===== config.mk =====
export PLATFORM = sky130hd
export DESIGN_NAME = ssr_port
export DESIGN_NICKNAME = d
export VERILOG_FILES = /design/src/rtl/ssr_pkg.sv /design/src/rtl/ssr_timebase.sv /design/src/rtl/ssr_clkgen.sv /design/src/rtl/ssr_shifter.sv /design/src/rtl/ssr_port.sv
export SDC_FILE = /design/constraint.sdc
export NUM_CORES = 1
export LEC_CHECK = 0
export BUFFER_PORTS_ARGS = -buffer_cell sky130_fd_sc_hd__buf_4
export CAP_MARGIN = 20
export CORE_UTILIZATION = 40
export DETAILED_ROUTE_END_ITERATION = 16
export SYNTH_ARGS = -nofsm -noshare
export SYNTH_HDL_FRONTEND = slang
export SYNTH_SLANG_ARGS = --single-unit

===== constraint.sdc =====
create_clock -name clk -period 2.2 [get_ports clk]
set_input_delay 0.22 -clock clk [delete_from_list [all_inputs] [get_ports clk]]
set_output_delay 0.22 -clock clk [all_outputs]
set_load 0.02 [all_outputs]

===== src/rtl/ssr_pkg.sv =====
package ssr_pkg;
  typedef enum logic [1:0] {
    SP_IDLE = 2'd0,
    SP_ARM  = 2'd1,
    SP_RUN  = 2'd2
  } ssr_state_t;
endpackage


===== src/rtl/ssr_timebase.sv =====
module ssr_timebase
  import ssr_pkg::*;
#(
  parameter int DATA_W   = 8,
  parameter int HALF_OSC = 4,
  parameter int DRV_DLY  = 2
) (
  input  logic clk,
  input  logic rst,
  input  logic osc_en,
  input  logic start,
  output logic accept,
  output logic ev_begin,
  output logic ev_rise,
  output logic ev_adv,
  output logic ev_fall,
  output logic ev_end
);
  localparam int PH_N  = 2 * HALF_OSC;
  localparam int PH_W  = $clog2(PH_N);
  localparam int BIT_W = $clog2(DATA_W);
  localparam logic [PH_W-1:0]  RISE_PH  = PH_W'(HALF_OSC - 1);
  localparam logic [PH_W-1:0]  ADV_PH   = PH_W'(HALF_OSC + DRV_DLY - 1);
  localparam logic [PH_W-1:0]  FALL_PH  = PH_W'(PH_N - 1);
  localparam logic [BIT_W-1:0] LAST_BIT = BIT_W'(DATA_W - 1);

  ssr_state_t        st;
  logic [PH_W-1:0]   ph;
  logic [BIT_W-1:0]  bitc;
  logic              run_tick;

  always_comb begin
    accept   = start && (st == SP_IDLE);
    ev_begin = (st == SP_ARM) && osc_en;
    run_tick = (st == SP_RUN) && osc_en;
    ev_rise  = run_tick && (ph == RISE_PH);
    ev_adv   = run_tick && (ph == ADV_PH);
    ev_fall  = run_tick && (ph == FALL_PH);
    ev_end   = ev_adv && (bitc == LAST_BIT);
  end

  always_ff @(posedge clk) begin
    if (rst) begin
      st   <= SP_IDLE;
      ph   <= '0;
      bitc <= '0;
    end else begin
      case (st)
        SP_IDLE: if (start) st <= SP_ARM;
        SP_ARM: begin
          if (osc_en) begin
            st   <= SP_RUN;
            ph   <= '0;
            bitc <= '0;
          end
        end
        SP_RUN: begin
          if (osc_en) begin
            if (ev_end) st <= SP_IDLE;
            if (ph == FALL_PH) begin
              ph   <= '0;
              bitc <= bitc + 1'b1;
            end else begin
              ph <= ph + 1'b1;
            end
          end
        end
        default: st <= SP_IDLE;
      endcase
    end
  end
endmodule


===== src/rtl/ssr_clkgen.sv =====
module ssr_clkgen (
  input  logic clk,
  input  logic rst,
  input  logic ev_begin,
  input  logic ev_rise,
  input  logic ev_fall,
  output logic sclk_q
);
  always_ff @(posedge clk) begin
    if (rst)                     sclk_q <= 1'b1;
    else if (ev_begin || ev_fall) sclk_q <= 1'b0;
    else if (ev_rise)            sclk_q <= 1'b1;
  end
endmodule


===== src/rtl/ssr_shifter.sv =====
module ssr_shifter #(
  parameter int DATA_W = 8
) (
  input  logic              clk,
  input  logic              rst,
  input  logic              accept,
  input  logic              want_tx,
  input  logic [DATA_W-1:0] hold,
  input  logic              ev_begin,
  input  logic              ev_rise,
  input  logic              ev_adv,
  input  logic              ev_end,
  input  logic              sdat_i,
  output logic              sdat_q,
  output logic              sdat_oe_q,
  output logic [DATA_W-1:0] rx_word,
  output logic              done_q
);
  logic              dir_tx;
  logic [DATA_W-1:0] tx_sh;
  logic [DATA_W-1:0] rx_sh;

  always_ff @(posedge clk) begin
    if (rst) begin
      dir_tx    <= 1'b0;
      tx_sh     <= '0;
      rx_sh     <= '0;
      sdat_q    <= 1'b0;
      sdat_oe_q <= 1'b0;
      rx_word   <= '0;
      done_q    <= 1'b0;
    end else begin
      if (accept) begin
        dir_tx <= want_tx;
        done_q <= 1'b0;
      end
      if (ev_begin) begin
        tx_sh     <= hold;
        sdat_q    <= hold[0];
        sdat_oe_q <= dir_tx;
      end
      if (ev_rise)
        rx_sh <= {sdat_i, rx_sh[DATA_W-1:1]};
      if (ev_adv && !ev_end) begin
        tx_sh  <= tx_sh >> 1;
        sdat_q <= tx_sh[1];
      end
      if (ev_end) begin
        sdat_oe_q <= 1'b0;
        done_q    <= 1'b1;
        if (!dir_tx) rx_word <= rx_sh;
      end
    end
  end
endmodule


===== src/rtl/ssr_port.sv =====
module ssr_port #(
  parameter int DATA_W   = 8,
  parameter int HALF_OSC = 4,
  parameter int DRV_DLY  = 2
) (
  input  logic              clk,
  input  logic              rst,
  input  logic              osc_en,
  input  logic              wr_en,
  input  logic [DATA_W-1:0] wr_data,
  input  logic              start_tx,
  input  logic              start_rx,
  output logic [DATA_W-1:0] rd_data,
  output logic              done,
  output logic              sclk_o,
  output logic              sdat_o,
  output logic              sdat_oe,
  input  logic              sdat_i
);
  logic [DATA_W-1:0] hold;
  logic accept, ev_begin, ev_rise, ev_adv, ev_fall, ev_end;

  always_ff @(posedge clk) begin
    if (rst)        hold <= '0;
    else if (wr_en) hold <= wr_data;
  end

  ssr_timebase #(
    .DATA_W(DATA_W), .HALF_OSC(HALF_OSC), .DRV_DLY(DRV_DLY)
  ) u_tb (
    .clk(clk), .rst(rst), .osc_en(osc_en),
    .start(start_tx | start_rx),
    .accept(accept), .ev_begin(ev_begin), .ev_rise(ev_rise),
    .ev_adv(ev_adv), .ev_fall(ev_fall), .ev_end(ev_end)
  );

  ssr_clkgen u_ck (
    .clk(clk), .rst(rst), .ev_begin(ev_begin),
    .ev_rise(ev_rise), .ev_fall(ev_fall), .sclk_q(sclk_o)
  );

  ssr_shifter #(.DATA_W(DATA_W)) u_sh (
    .clk(clk), .rst(rst), .accept(accept), .want_tx(start_tx),
    .hold(hold), .ev_begin(ev_begin), .ev_rise(ev_rise),
    .ev_adv(ev_adv), .ev_end(ev_end), .sdat_i(sdat_i),
    .sdat_q(sdat_o), .sdat_oe_q(sdat_oe), .rx_word(rd_data),
    .done_q(done)
  );
endmodule


==> impl_metrics.csv, run 1 <==
group,metric,value,unit
outcome,status,"completed",
final_layout,final_core_util,0.496,
floorplanning,num_rows,24,
sta,fin_ws,0.430,ns
routing,first_iter_violations,81,
global_route,grt_pass1_vias,1395,
yosys,ys.flop_type,"dfxtp_1",
floorplanning,core-area,4500,sq um
yosys,postSynthNetCount,243,
cts,clk_latency,0.30,ns
final_layout,layout.nets,262,
critical_path,worstPathArrival,1.98,ns
flow_run,max_cap_viol_count,0,
sta,fin_crit,1.77,ns
routing,drc,0,
final_layout,insertedDiodeCount,0,
global_route,antenna_found_initial,0,
yosys,ys_ff_latch,44,
pwr,power_density,663,nW/um^2
cts,cts_buffers,5,
cts,root_buffer,"clkbuf_8",
floorplanning,pin_count,27,
routing,wirelength,3930,um
pwr,p_leak,0.827,nW
cts,clk_pin_slew,0.08,ns
yosys,seq_area_frac_synth,0.454,
placed_design,place_ws,0.426,ns
yosys,synth_cell_types,35,
placed_design,routabilityCongestion,0.725,
yosys,synth_enable_flop_cells,0,
sta,slew_headroom,0.691,
routing,wire_per_inst,13.4,um
global_route,grt_pass1_wl,6690,um
routing,postRouteAntennaNets,0,
critical_path,crit_required,2.42,ns
cts,cts_tree,"yes",
sta,finalCritPeriodShare,0.804,
yosys,syn_avg_cell_area,8.74,sq um
yosys,synth.area.top_cells,"dfxtp_1 (45%), nand2_1 (7.9%), a21oi_1 (6.2%)",
floorplanning,initial_core_util,0.431,
cts,clock-sinks,44,
yosys,synth.largest_area_cell,"dfxtp_1",
sta,maxSlewViolCount,0,
global_route,grt_overflow,0,
cts,ctsHtreeMaxLevel,2,
routing,vias,1583,
cts,clockBufferDepth,2,
sta,tightest_slew,0.463,ns
sta,holdWs,0.151,ns
pwr,vdd_drop_max,0.000328,V
critical_path,end_kind,"flop",
yosys,synthArstFlopShare,0,
sta,hold_violations,0,
placed_design,port_buffers,26,
sta,rsz0062_at_grt,"no",
hold_path,min_path_type,"in -> reg",
final_layout,areaGrowthSynthToFinish,15.2,%
sta,setup_viol,0,
routing,via_per_inst,5.38,
yosys,ys.warnings.count,0,
routing,drt-pass1-iter-count,4,
sta,max_clock_freq,565,MHz
critical_path,cp-start-kind,"flop",
floorplanning,die_area,5130,sq um
cts,cts_resized,0,
yosys,syn-cell-area,1940,sq um
placed_design,dpl.hpwl,2590,um
cts,post_cts_buffers,0,
floorplanning,die_y,71.7,um
yosys,syn_inst,222,
sta,finClkSkew,0.00314,ns
global_route,grt_usage,0.164,
yosys,synth.top_cell.area_share,0.454,
cts,cts_hold_buf,0,
sta,setup_tns,0,ns
global_route,grt_max_degree,40,
floorplanning,die_x,71.7,um
final_layout,drive_above_1_share,0.186,
critical_path,critical_path_class,"reg -> reg",
critical_path,cp_max_fo,9,
-- report_power, final --
part	leakage [nW]	internal [W]	switching [W]
combinational	0.427	0.0000520	0.0000605
clock	0.0434	0.000254	0.000280
sequential	0.357	0.000815	0.0000212
total	0.827	0.00112	0.000362
-- cell usage after synthesis (3+ instances only) --
cell,instances
buf_2,8
nand3b_1,3
o2bb2ai_1,3
nor3_1,8
inv_1,5
mux2i_1,8
nand2_1,41
clkbuf_1,6
nor2_1,10
ha_1,6
a21oi_1,24
nand3_1,9
and2_0,3
dfxtp_1,44
a311oi_2,7
o21ai_0,14
-- worst paths after layout --
path / slack, ns / cells after the start / end / start
max: 0.43 / 5 / u_sh.tx_sh[3] / u_tb.bitc[0]
max reg2reg: 0.43 / 5 / u_sh.tx_sh[3] / u_tb.bitc[0]
min reg2reg: 0.46 / 2 / u_sh.rx_sh[0] / u_sh.rx_sh[0]
min: 0.15 / 3 / hold[4] / wr_data[4]
-- worst max-delay path, cell delays in order, from the launching register on --
cell	delay, ns
dfxtp_1	0.33
ha_1	0.20
ha_1	0.21
nand3b_2	0.31
or2_1	0.40
a311oi_2	0.24
-- per-layer routing --
metal / global-route usage / vias to the layer above / wire length, um / part of all wire
li1: - / 813 / - / -
met5: 0 / - / 0 / 0
met4: 0.0654 / 0 / 61 / 0.016
met1: 0.248 / 739 / 2130 / 0.54
met3: 0.0338 / 7 / 126 / 0.032
met2: 0.226 / 24 / 1610 / 0.41
-- layout make-up --
type	count	area, sq um
multi-input combinational	157	963
sequential	44	881
inverter	5	18.8
fill	456	2270
tap	52	65.1
clock buffer	6	82.6
clock inverter	2	15.0
timing repair buffer	28	210
-- cell families (layout without fill, tap and decap cells) --
| family | after synthesis | count (layout) | synth area share |
|---|---|---|---|
| multiplexers | 8 | 8 | 0.0413 |
| adder cells (fa/ha/maj) | 6 | 6 | 0.0387 |
| flip-flops | 44 | 44 | 0.454 |
| buffers and inverters | 21 | 41 | 0.0496 |
| AND/OR/NAND/NOR | 89 | 89 | 0.226 |
| AO/OA/AOI/OAI | 54 | 54 | 0.190 |
-- cells in the final DEF (no fill, tap or decap), types with 2 or more instances in the layout --
cell type,Yosys,routed
nand3b_1,3,3
ha_1,6,6
o21ai_0,14,14
nand4b_1,2,2
a21oi_1,24,24
nand2_1,41,41
clkbuf_8,0,6
and4b_1,2,2
nand3_1,9,9
buf_4,0,28
nor2_1,10,10
dfxtp_1,44,44
and3b_1,2,2
a311oi_2,7,7
nor3b_1,2,2
and2_0,3,3
nor3_1,8,8
clkinvlp_4,0,2
inv_1,5,5
mux2i_1,8,8
o2bb2ai_1,3,3
-- stage by stage --
step / power [W] / cell area [sq um] / cells
after floorplan: 0.000927 / 1940 / 222
after global placement: 0.000968 / 2140 / 286
after detailed placement: 0.000968 / 2140 / 286
after CTS: 0.00151 / 2240 / 294
after global routing: 0.00156 / 2240 / 294
final: 0.00148 / 2240 / 294
-- state kept, by name, indices dropped and copies added (netlist names) --
| signal | cells |
|---|---|
| hold | 8 |
| u_tb.bitc | 3 |
| u_tb.st | 2 |
| u_sh.sdat_oe_q | 1 |
| u_tb.ph | 3 |
| u_sh.dir_tx | 1 |
| u_sh.rx_word | 8 |
| u_sh.rx_sh | 8 |
| u_sh.tx_sh | 8 |
| u_ck.sclk_q | 1 |
| u_sh.done_q | 1 |
Note: power is estimated with default switching activity, not from simulation.
==> inputs of run 2 (changes only) <==
ABC_AREA = 1   (was unset)
clock period = 1.77 ns   (was 2.2 ns; I/O delays follow)
==> run 2 against run 1 <==
Compared with the run above: hold slack lost 0.050 ns; sequential share of layout area increased by 0.99 points; clock skew up 0.0026 ns; highest routed layer unchanged; largest power group unchanged; wire length fell by 5.0%.
==> impl_metrics.csv, run 2 <==
group,metric,value,unit
sta,hold_violations,0,
critical_path,crit_cells,6,
critical_path,worst-path-buf-inv,0,
sta,rsz0062_at_grt,"no",
sta,maxSlewViolCount,0,
final_layout,insertedDiodeCount,0,
routing,first_iter_violations,120,
final_layout,final_cell_mix,"nand2_1 (64), dfxtp_1 (44), a21oi_1 (29), buf_4 (29), nor2_1 (22)",
outcome,status,"completed",
critical_path,worstReg2RegEnd,"u_sh.rx_word[1]",
global_route,grt_usage,0.160,
critical_path,cp_max_fo,18,
routing,m1WireLength,1860,um
yosys,synthArstFlopShare,0,
floorplanning,die_x,70.3,um
hold_path,min_path_type,"in -> reg",
global_route,grt_overflow,0,
floorplanning,die_y,70.3,um
routing,drc,0,
critical_path,critical_path.startpoint,"u_tb.ph[0]",
floorplanning,num_rows,24,
critical_path,reg2reg_depth,6,
floorplanning,die_area,4940,sq um
flow_run,max_cap_viol_count,0,
yosys,postSynthNetCount,268,
final_layout,regArea,881,sq um
final_layout,filler_cell_count,465,
sta,holdWs,0.100,ns
sta,max_clock_freq,631,MHz
sta,setup_viol,0,
global_route,grt_pass1_wl,6270,um
yosys,synth.largest_area_cell,"dfxtp_1",
sta,tightest_slew,0.439,ns
cts,root_buffer,"clkbuf_8",
final_layout,final_common_cell,"nand2_1",
cts,clk_pin_slew,0.08,ns
routing,met2WireLength,1630,um
yosys,ys.flop_type,"dfxtp_1",
global_route,grt_max_degree,33,
placed_design,routabilityCongestion,0.767,
critical_path,crit_required,1.94,ns
cts,cts_tree,"yes",
routing,postRouteAntennaNets,0,
final_layout,areaGrowthSynthToFinish,16.8,%
routing,top_layer,"met4",
yosys,synthTopCellsByCount,"nand2_1 (64), dfxtp_1 (44), a21oi_1 (29)",
final_layout,drive_above_1_share,0.157,
cts,clock-sinks,44,
yosys,synth.area.top_cells,"dfxtp_1 (47%), nand2_1 (13%), a21oi_1 (7.8%)",
placed_design,place_area,2100,sq um
placed_design,port_buffers,26,
yosys,synth_cell_types,23,
routing,via_per_inst,5.03,
sta,setup_tns,0,ns
routing,drt-pass1-iter-count,4,
sta,finClkSkew,0.00574,ns
pwr,sw_frac_of_total,0.244,
yosys,synth.top_cell.area_share,0.472,
sta,finalCritPeriodShare,0.896,
floorplanning,initial_core_util,0.423,
global_route,grt_pass1_vias,1362,
sta,fin_crit,1.59,ns
critical_path,slowest_stage,"dfxtp_1",
pwr,pwr-share-seq,0.581,
sta,slew_headroom,0.707,
final_layout,layout.nets,295,
yosys,synth_enable_flop_cells,0,
pwr,p_sw,0.000435,W
global_route,antenna_found_initial,0,
pwr,power_density,816,nW/um^2
critical_path,worstPathArrival,1.76,ns
floorplanning,core-area,4410,sq um
yosys,ys_ff_latch,44,
critical_path,endpoint,"u_sh.rx_word[1]",
critical_path,r2r_start,"u_tb.ph[0]",
routing,wirelength,3740,um
final_layout,fin_area,2180,sq um
pwr,p_leak,0.912,nW
yosys,seq_area_frac_synth,0.472,
placed_design,dpl.hpwl,2590,um
critical_path,path_common_cell,"nand2_1",
pwr,vdd_drop_max,0.000446,V
yosys,yosysMostFrequentCell,"nand2_1",
critical_path,critical_path_class,"reg -> reg",
cts,cts_hold_buf,0,
critical_path,reg2reg_slack,0.18,ns
floorplanning,pin_count,27,
yosys,syn_inst,247,
pwr,p_int,0.00134,W
critical_path,path_delay_family,"simple AND/OR/NAND/NOR gates",
routing,vias,1641,
yosys,syn-cell-area,1870,sq um
yosys,syn_avg_cell_area,7.56,sq um
cts,cts_buffers,5,
yosys,ys.warnings.count,0,
critical_path,critical_path.cell_chain,"ha_1 -> nand2_1 -> nor2_8 -> nand3_1 -> nand2_1 -> a21oi_1",
cts,cts_resized,0,
critical_path,cp-start-kind,"flop",
pwr,p_clk_frac,0.333,
cts,clockBufferDepth,2,
critical_path,crit_path_max_incr_delay,0.39,ns
cts,clk_latency,0.30,ns
cts,ctsHtreeMaxLevel,2,
final_layout,multi_input_area,857,sq um
routing,wire_per_inst,11.5,um
routing,wl_met3,180,um
pwr,pwr-share-comb,0.086,
critical_path,end_kind,"flop",
cts,post_cts_buffers,0,
-- run 2: through the flow --
step,util,power [W],worst slack [ns],cells
2_1_floorplan,-,0.00115,0.377,247
3_3_place_gp,0.476,0.00121,0.263,319
3_5_place_dp,0.476,0.00121,0.189,319
4_1_cts,0.494,0.00180,0.177,326
5_1_grt,0.494,0.00186,0.0352,326
6_report,0.494,0.00178,0.185,326
-- run 2: final cells by class --
type                       count  share of cell area
sequential                    44               0.404
clock buffer                   6              0.0333
clock inverter                 1             0.00229
tap                           52              0.0298
inverter                      22              0.0379
multi-input combinational    172               0.393
timing repair buffer          29              0.0998
-- run 2: cells by family after synthesis --
kind of cell             synth area share
AO/OA/AOI/OAI                       0.129
adder cells (fa/ha/maj)            0.0402
buffers and inverters              0.0690
flip-flops                          0.472
AND/OR/NAND/NOR                     0.290
-- run 2: layer usage --
metal,GRT usage,vias to the layer above
li1,-,860
met3,0.0491,7
met5,0,-
met1,0.216,740
met4,0.0600,0
met2,0.239,34
-- run 2: power by group through the flow --
stage                     combinational (W)  sequential [W]  clock (W)
after floorplan                   0.0000894         0.00106          0
after global placement             0.000152         0.00106          0
after detailed placement           0.000153         0.00106          0
after CTS                          0.000154         0.00103   0.000615
after global routing               0.000171         0.00104   0.000651
final                              0.000152         0.00103   0.000593
-- run 2: tightest hold or removal path: stages --
cell,delay (ns)
buf_4,0.07
nor2_1,0.03
nor2_1,0.08
-- run 2: how the worst min path moves through the flow --
stage	start	endpoint	slack (ns)	cells after the start
floorplan	wr_data[0]	hold[0]	0.31	2
global placement	wr_data[7]	hold[7]	0.40	3
detailed placement	wr_data[6]	hold[6]	0.40	3
CTS	wr_data[7]	hold[7]	0.09	3
global route	wr_data[4]	hold[4]	0.1	3
finish	wr_data[7]	hold[7]	0.10	3
==> inputs of run 3 (changes only) <==
GPL_TIMING_DRIVEN = 0   (was unset)
REMOVE_ABC_BUFFERS = 1   (was unset)
==> run 3 against run 2 <==
Compared with the run above: critical path type unchanged; non-clock buffer count shrank 3; power down 0.46%; clock skew is essentially flat; design area decreased by 0.69%; fmax grew 0.75%; register-to-register slack barely moved; hold slack worse by 0.0060 ns; count of clock-buffer cells in the layout unchanged; cell count is 0.92% lower; first-iteration DRC count down 47%.
==> impl_metrics.csv, run 3 (same netlist as run 2, synthesis figures left out) <==
group,metric,value,unit
outcome,status,"completed",
final_layout,areaGrowthSynthToFinish,16.0,%
floorplanning,core-area,4410,sq um
cts,root_buffer,"clkbuf_8",
placed_design,port_buffers,26,
critical_path,cp_max_fo,15,
sta,finClkSkew,0.00589,ns
floorplanning,pin_count,27,
cts,clk_pin_slew,0.08,ns
cts,clockBufferDepth,2,
final_layout,final_common_cell,"nand2_1",
pwr,power_density,818,nW/um^2
critical_path,crit_required,2.01,ns
placed_design,routabilityCongestion,0.708,
hold_path,min_path_type,"in -> reg",
routing,wirelength,3740,um
sta,tightest_slew,0.451,ns
floorplanning,die_y,70.3,um
critical_path,worstPathArrival,1.81,ns
final_layout,final_cell_mix,"nand2_1 (64), dfxtp_1 (44), a21oi_1 (29)",
critical_path,reg2reg_slack,0.20,ns
sta,rsz0062_at_grt,"no",
global_route,grt_pass1_vias,1449,
global_route,antenna_found_initial,0,
global_route,grt_overflow,0,
cts,clock-sinks,44,
routing,drc,0,
cts,cts_buffers,5,
cts,clk_latency,0.30,ns
floorplanning,die_area,4940,sq um
floorplanning,initial_core_util,0.423,
sta,slew_headroom,0.699,
pwr,p_total,0.00177,W
critical_path,cp-start-kind,"flop",
final_layout,layout.nets,292,
routing,via_per_inst,4.93,
final_layout,drive_above_1_share,0.155,
cts,ctsHtreeMaxLevel,2,
pwr,p_leak,0.895,nW
final_layout,insertedDiodeCount,0,
routing,drt-pass1-iter-count,4,
placed_design,dpl.hpwl,2450,um
flow_run,max_cap_viol_count,0,
routing,postRouteAntennaNets,0,
routing,wire_per_inst,11.6,um
global_route,grt_max_degree,34,
critical_path,critical_path_class,"reg -> reg",
sta,hold_violations,0,
sta,max_clock_freq,636,MHz
final_layout,multi_input_area,865,sq um
cts,post_cts_buffers,0,
global_route,grt_usage,0.167,
final_layout,regArea,881,sq um
sta,fin_crit,1.57,ns
global_route,grt_pass1_wl,6600,um
routing,first_iter_violations,64,
sta,setup_tns,0,ns
critical_path,end_kind,"flop",
pwr,vdd_drop_max,0.000387,V
cts,cts_tree,"yes",
final_layout,filler_cell_count,467,
final_layout,fin_area,2170,sq um
sta,maxSlewViolCount,0,
sta,finalCritPeriodShare,0.889,
routing,vias,1594,
floorplanning,num_rows,24,
cts,cts_hold_buf,0,
sta,setup_viol,0,
placed_design,place_area,2080,sq um
floorplanning,die_x,70.3,um
run 3: worst max-delay path, cell delays in order (launching register included):
cell and delay [ns]:
dfxtp_1 0.36, ha_1 0.16, ha_2 0.31, inv_1 0.21
nand2_4 0.21, nand3_1 0.12, a21oi_2 0.14
run 3: worst paths after layout:
check                                     start         endpoint  cells past startpoint
worst min-delay path                 wr_data[2]          hold[2]                      3
worst max register to register     u_tb.bitc[0]    u_sh.tx_sh[4]                      6
worst max-delay path               u_tb.bitc[0]    u_sh.tx_sh[4]                      6
worst min register to register  u_sh.rx_word[6]  u_sh.rx_word[6]                      2
run 3: area by class of cell:
| type | instances | share of cell area |
|---|---|---|
| Clock buffer | 6 | 0.0335 |
| Clock inverter | 1 | 0.00231 |
| Inverter | 22 | 0.0381 |
| Multi-Input combinational cell | 172 | 0.399 |
| Sequential cell | 44 | 0.407 |
| Tap cell | 52 | 0.0300 |
| Timing Repair Buffer | 26 | 0.0901 |
run 3: layer usage:
metal  global-route usage  share of wire
met4               0.0933          0.019
met5                    0              0
met3               0.0361          0.045
met1                0.204           0.49
met2                0.271           0.45
run 3: power breakdown:
group	switching [W]	internal, W
combinational	0.0000927	0.0000542
sequential	0.0000168	0.00102
clock	0.000321	0.000268
run 3: stage by stage:
stage	util	hold slack, ns	cells	setup WS [ns]
floorplan	-	0.239	238	0.367
global placement	0.471	0.402	316	0.0471
detailed placement	0.471	0.405	316	0.0397
CTS	0.489	0.0890	323	0.0232
global route	0.491	0.0894	323	0.0202
finish	0.491	0.0945	323	0.197
run 3: repair_timing:
item / 4_1_cts / 5_1_grt
endpoints found under the setup margin: 0 / 16
resized for setup: 0 / 2
hold endpoints to repair: 0 / 0
